### src/rtl/sync_glitch_pkg.sv
package sync_glitch_pkg;

  // Outcome of polling the voting stages in one cycle.
  typedef enum logic [1:0] {
    AGREE_NONE = 2'd0,
    AGREE_HIGH = 2'd1,
    AGREE_LOW  = 2'd2
  } agree_e;

  localparam int unsigned DEF_RESYNC_DEPTH = 2;
  localparam int unsigned DEF_VOTE_DEPTH   = 5;

  // Edges from an input step to the filtered level change.
  function automatic int unsigned step_latency(input bit resync_en,
                                               input int unsigned resync_depth,
                                               input int unsigned vote_depth);
    int unsigned front;
    front = resync_en ? resync_depth : 0;
    return front + vote_depth + 1;
  endfunction

endpackage

### src/rtl/sgf_resync.sv
module sgf_resync #(
  parameter int unsigned DEPTH = 2
) (
  input  logic clk,
  input  logic rst,
  input  logic din,
  output logic dout
);
  logic [DEPTH-1:0] chain;

  always_ff @(posedge clk) begin
    if (rst) chain[0] <= 1'b0;
    else     chain[0] <= din;
  end

  for (genvar i = 1; i < DEPTH; i++) begin : g_stage
    always_ff @(posedge clk) begin
      if (rst) chain[i] <= 1'b0;
      else     chain[i] <= chain[i-1];
    end
  end

  assign dout = chain[DEPTH-1];

  initial begin
    assert_depth_R1: assert (DEPTH >= 1);
  end
endmodule

### src/rtl/sgf_vote.sv
module sgf_vote
  import sync_glitch_pkg::*;
#(
  parameter int unsigned DEPTH = DEF_VOTE_DEPTH
) (
  input  logic   clk,
  input  logic   rst,
  input  logic   din,
  output logic   level,
  output agree_e agree
);
  logic [DEPTH-1:0] stages;

  function automatic agree_e poll(input logic [DEPTH-1:0] s);
    if (&s)       return AGREE_HIGH;
    else if (~|s) return AGREE_LOW;
    else          return AGREE_NONE;
  endfunction

  assign agree = poll(stages);

  always_ff @(posedge clk) begin
    if (rst) begin
      stages <= '0;
      level  <= 1'b0;
    end else begin
      stages[0] <= din;
      for (int i = 1; i < int'(DEPTH); i++) stages[i] <= stages[i-1];
      case (agree)
        AGREE_HIGH: level <= 1'b1;
        AGREE_LOW:  level <= 1'b0;
        default:    level <= level;
      endcase
    end
  end

  // Rise only after a unanimous high poll.
  assert_rise_unanimous_R2: assert property (@(posedge clk) disable iff (rst)
    $rose(level) |-> $past(agree) == AGREE_HIGH);

  // Fall only after a unanimous low poll.
  assert_fall_unanimous_R3: assert property (@(posedge clk) disable iff (rst)
    $fell(level) |-> $past(agree) == AGREE_LOW);

  // Mixed poll keeps the level.
  assert_mixed_holds_R4: assert property (@(posedge clk) disable iff (rst)
    agree == AGREE_NONE |=> $stable(level));
endmodule

### src/rtl/sgf_edge.sv
module sgf_edge (
  input  logic clk,
  input  logic rst,
  input  logic level,
  output logic pulse
);
  logic level_d;

  always_ff @(posedge clk) begin
    if (rst) begin
      level_d <= 1'b0;
      pulse   <= 1'b0;
    end else begin
      level_d <= level;
      pulse   <= level & ~level_d;
    end
  end

  assert_pulse_single_R6: assert property (@(posedge clk) disable iff (rst)
    pulse |=> !pulse);

  assert_pulse_after_rise_R6: assert property (@(posedge clk) disable iff (rst)
    pulse |-> ($past(level) && !$past(level, 2)));

  assert_no_pulse_on_fall_R8: assert property (@(posedge clk) disable iff (rst)
    $fell(level) |=> !pulse);
endmodule

### src/rtl/sync_glitch_filter.sv
module sync_glitch_filter
  import sync_glitch_pkg::*;
#(
  parameter bit          RESYNC_EN    = 1'b1,
  parameter int unsigned RESYNC_DEPTH = DEF_RESYNC_DEPTH,
  parameter int unsigned VOTE_DEPTH   = DEF_VOTE_DEPTH
) (
  input  logic clk,
  input  logic rst,
  input  logic sync_raw,
  output logic sync_clean,
  output logic sync_rise
);
  localparam int unsigned LATENCY = step_latency(RESYNC_EN, RESYNC_DEPTH, VOTE_DEPTH);

  logic   in_sync;
  agree_e vote_state;

  if (RESYNC_EN) begin : g_resync
    sgf_resync #(.DEPTH(RESYNC_DEPTH)) u_resync (
      .clk  (clk),
      .rst  (rst),
      .din  (sync_raw),
      .dout (in_sync)
    );
  end else begin : g_bypass
    assign in_sync = sync_raw;
  end

  sgf_vote #(.DEPTH(VOTE_DEPTH)) u_vote (
    .clk   (clk),
    .rst   (rst),
    .din   (in_sync),
    .level (sync_clean),
    .agree (vote_state)
  );

  sgf_edge u_edge (
    .clk   (clk),
    .rst   (rst),
    .level (sync_clean),
    .pulse (sync_rise)
  );

  initial begin
    assert_latency_R5: assert (LATENCY == VOTE_DEPTH + 1 + (RESYNC_EN ? RESYNC_DEPTH : 0));
  end

  assert_reset_clears_R7: assert property (@(posedge clk)
    $past(rst) |-> (!sync_clean && !sync_rise));
endmodule

### config.mk
export PLATFORM = sky130hd
export DESIGN_NAME = sync_glitch_filter
export DESIGN_NICKNAME = d
export VERILOG_FILES = /design/src/rtl/sync_glitch_pkg.sv /design/src/rtl/sgf_resync.sv /design/src/rtl/sgf_vote.sv /design/src/rtl/sgf_edge.sv /design/src/rtl/sync_glitch_filter.sv
export SDC_FILE = /design/constraint.sdc
export NUM_CORES = 1
export LEC_CHECK = 0
export ABC_AREA = 1
export BUFFER_PORTS_ARGS = -buffer_cell sky130_fd_sc_hd__buf_2
export CORE_AREA = 2 2 39 41
export CTS_CLUSTER_DIAMETER = 80
export DETAILED_ROUTE_END_ITERATION = 7
export DIE_AREA = 0 0 41 43
export GPL_TIMING_DRIVEN = 0
export SLEW_MARGIN = 40
export SYNTH_ARGS = -nofsm -noshare
export SYNTH_HDL_FRONTEND = slang
export SYNTH_SLANG_ARGS = --single-unit
### constraint.sdc
create_clock -name clk -period 1.16 [get_ports clk]
set_input_delay 0.058 -clock clk [delete_from_list [all_inputs] [get_ports clk]]
set_output_delay 0.058 -clock clk [all_outputs]
set_load 0.01 [all_outputs]
======== Word-level counts from Yosys, hierarchy flattened ========
Cells that the tools add are included.
storage, ports and cells
  output and inout port bits .............. 2
  input port bits ......................... 3
  logic and storage cells ................. 16
  register bits ........................... 10
cells by class
  bitwise gates (word level) .............. 2
  reduce and logical (&&, ||, !) cells .... 3
  equal/unequal tests ..................... 2
  mux-type cells .......................... 3
operators by type and width
  kind                                                                   count
  5-bit AND reduction                                                    1
  5-bit OR reduction                                                     1
  2-bit two-way mux                                                      2
  2-bit by 1-bit equality test with 1-bit output, second input constant  1
  2-bit equality test, second input constant                             1
  1-bit case mux with 2 select lines                                     1
  2-bit nonzero test                                                     1
  1-bit AND                                                              1
  1-bit NOT                                                              1

======== Logic depth before layout (Yosys ltp) ========
  word-level depth ........................ 5
  depth in mapped cells ................... 4
  gate-level depth less buffers ........... 4

======== Modules after synthesis ========
From an unflattened synthesis, not the netlist that was laid out.
unflattened totals
  cell total of the unflattened synthesis .. 38
  area total of the unflattened synthesis .. 325.3 µm²
modules (own cells, without submodules)
  module      instances  area each (µm²)  cells an instance  sequential area each (µm²)
  sgf_vote    1          210.2            26                 120.1
  sgf_edge    1          60.1             6                  40.0
  sgf_resync  1          55.1             6                  40.0

======== Least setup slack after synthesis ========
No wires, ideal clock.
  path type ............................... register -> register
  from .................................... reg u_vote.stages[3]
  to ...................................... reg u_vote.level
  period minus slack after synthesis ...... 0.655 ns
  stages on the path, launching flop included .. 5
  required time ........................... 1.048 ns
  setup time .............................. 0.112 ns
  path slack .............................. 0.505 ns
  arrival time ............................ 0.543 ns
  buffers on the path ..................... 0
  cell sequence ........................... dfxtp_1 -> nor2_1 -> nand3_1 -> nand2_1 -> nand2_1
on the way
  cells in the longest elaborated chain, start to end .. 5
  elaborated cells on any way between the ends .. 8
  those cells by class .................... eq/ne (2); mux (3); reduce/logical (3)
RTL lines
  what                                                                                   line            RTL
  start, declared                                                                        sgf_vote.sv:12  logic [DEPTH-1:0] stages;
  start signal, assigned                                                                 sgf_vote.sv:24  stages <= '0;
  5-bit OR reduction                                                                     sgf_vote.sv:16  else if (~|s) return AGREE_LOW;
  2-bit two-way mux                                                                      sgf_vote.sv:16
  2-bit two-way mux *                                                                    sgf_vote.sv:15  if (&s) return AGREE_HIGH;
  2-bit equality test or 2-bit by 1-bit equality test with 1-bit output (tied branches)  sgf_vote.sv:29  case (agree)
  1-bit case mux with 2 select lines or 2-bit nonzero test (tied branches)               -
  end signal, assigned                                                                   sgf_vote.sv:32  default: level <= level;
  end, declared                                                                          sgf_vote.sv:9   output logic level,
Mark *: on every way between the ends. The rest lies on a longest branch, timed or not.
A chain may end at the register's enable or synchronous reset.

======== Worst setup path after layout ========
  from .................................... reg u_vote.level
  to ...................................... out sync_clean
RTL lines
  what           line                      RTL
  end, declared  sync_glitch_filter.sv:11  output logic sync_clean,
No word-level cell between the ends.

==> summary.md <==
| Metric | Value |
|---|---|
| Status | finished, final reports clean |
| H-Tree Depth | 1 |
| Min cycle time layout | 788 ps |
| Core area | 0.00138 mm2 |
| Number of global-route vias before repair | 194 |
| Unrepaired setup endpoints after global routing | no |
| Netlist cell types | 9 |
| Placement Setup Slack | 471 ps |
| Share of layout cells above drive strength 1 | 25.0% |
| Critical path type | reg -> out |
| Tightest Pin Transition | 117 ps |
| Max Buffers Root-to-Sink | 2 |
| Synthesized flop and latch total | 10 |
| Placer Congestion | 0.725 |
| Post-Syn Instances | 37 |
| Final hold slack | 14.2 ps |
| Switching pwr | 0.119 mW |
| DRT Pass-1 Iters | 3 |
| Detailed Route Iter0 Violations | 4 |
| Ant diodes | 0 |
| Final hold violations | 0 |
| Finish-stage setup viols | 0 |
| CP bufs+invs | 1 |
| Avg Inst Size Synth | 8.96 um2 |
| Antenna-violating nets left | 0 |
| Clock network fraction of design power | 37.7% |
| Instance area after placement | 367 um2 |
| Logic pwr share | 3.5% |
| DRT Wirelength | 420 um |
| Max VDD drop | 890 uV |
| Multi-input gate area | 90.1 um2 |
| IO Port Bufs | 3 |
| Power per cell area | 1490 mW/mm2 |
| Setup TNS | 0 ps |
| Tightest Hold Check Type | in -> reg |
| CP max stage delay | 340 ps |
| YS warnings | 0 |
| TritonCTS Buffers | 3 |
| Fin util | 28.8% |
| Max-cap violation count | 0 |
| Net Count, Synth | 40 |
| CP max stage cell | dfxtp_1 |
| Clock-pin slew on the worst setup and hold paths | 60 ps |
| Seq/Total Area, Yosys | 60.4% |
| Period utilization | 67.9% |
| Reg2Reg Depth | 4 |
| Slew HR | 92.2% |
| Crit-path leading delay family | flip-flops |
| Pins Over Slew Limit | 0 |
| CP Depth | 1 |
| Synthesized area | 332 um2 |
| Die height | 43 um |
| Hold depth | 2 |
| Worst EP arrival | 730 ps |
| Clock sink count | 10 |
| Pleak | 0.170 nW |
| CTS tree | yes |
| Die area | 0.00176 mm2 |
| Final Cell Area | 399 um2 |
| Via count | 217 |
| Setup Skew | 7.10 ps |
| I/O pins | 5 |
| Register area | 200 um2 |
| WL/cell | 7.00 um |
| Vias/cell | 3.62 |
| WP data required | 1100 ps |
| Initial core utilization | 24.0% |
| Total gr overflow | 0 |
| Layout area overhead | 20.4% |
| Cell Rows | 14 |
| Antenna violations before repair | 0 |
| Fill count | 154 |
| First-pass GRT wire length | 765 um |
| Worst path cell trace | buf_2 |
| Reg power frac | 58.8% |
| # DRC | 0 |
| Crit start category | flop |
| Internal power | 0.478 mW |
| Final nets | 49 |
| Hpwl dp | 294 um |
| GRT Total Usage | 7.29% |
| Pin count of the biggest net entering global routing | 10 |
| Setup Buffers After CTS | 0 |
| CP Max Fanout | 2 |
| Root buffer cell | clkbuf_4 |
| Die span in x | 41 um |
| Worst-Skew Late Latency | 260 ps |
| Switching Fraction | 19.9% |
| Fin worst setup slack | 372 ps |
| Critical Path End Type | output port |
| Highest clock rate | 1270 MHz |
[cells in the final DEF, fill, tap and decap left out, types with 2 or more instances in the layout]
cell type  count
nor2_4         2
nor2_1         9
clkbuf_4       3
nand2_1        5
buf_2          3
inv_1          7
dfxtp_1       10
[power by group through the flow]
stage / sequential (mW) / clock [mW] / combinational, mW
finish: 0.351 / 0.225 / 0.0211
global route: 0.351 / 0.256 / 0.0244
CTS: 0.351 / 0.234 / 0.0191
detailed placement: 0.359 / 0 / 0.0192
global placement: 0.358 / 0 / 0.0187
floorplan: 0.358 / 0 / 0.0150
[final cells by class]
class	instances	share of cell area (%)
sequential	10	50.2
tap	16	5.02
timing repair buffer	4	6.27
buffer	1	2.82
multi-input combinational	18	22.6
clock buffer	3	5.64
inverter	8	7.52
[state kept, by name, indices dropped and copies added (netlist names)]
| register | count |
|---|---|
| u_vote.stages | 5 |
| u_edge.pulse | 1 |
| g_resync.u_resync.dout | 1 |
| u_edge.level_d | 1 |
| g_resync.u_resync.chain | 1 |
| u_vote.level | 1 |
[metrics by stage]
stage	cells	total power [mW]
floorplan	37	0.373
global placement	56	0.377
detailed placement	56	0.378
CTS	59	0.604
global route	60	0.631
finish	60	0.597
[path summary, 6_finish.rpt]
check	from	endpoint	slack (ps)
max	u_vote.level$_SDFFE_PP0P_	sync_clean	370
min	rst	u_edge.level_d$_SDFF_PP0_	10
max reg2reg	u_vote.stages[3]$_SDFF_PP0_	u_vote.level$_SDFFE_PP0P_	470
min reg2reg	u_edge.level_d$_SDFF_PP0_	u_edge.pulse$_SDFF_PP0_	400
[routing by layer]
metal	vias to the layer above	GRT usage [%]	share of wire, %
li1	118	-	-
met3	0	7.85	12
met1	92	6.62	40
met2	7	9.69	48
met5	-	0	0
met4	0	4.00	0
[synthesized netlist by cell type, drive strengths merged]
master | number | area, um2
nor2 | 11 | 56.3
dfxtp | 10 | 200
inv | 8 | 30.0
nand2 | 5 | 18.8
buf | 1 | 11.3
nand3 | 1 | 5.00
nor3 | 1 | 10.0
[kinds of logic (layout without fill, tap and decap cells)]
kind of cell	count (synthesis)	after routing	share of synthesized area, %
buffers and inverters	9	16	12.5
DFF	10	10	60.4
and+or+nand+nor	18	18	27.2
[timing repair]
item | CTS | global route
hold buffers | 0 | 1
hold endpoints to repair | 0 | 1
resized for setup | 0 | 0
Note: power is estimated with default switching activity, not from simulation.
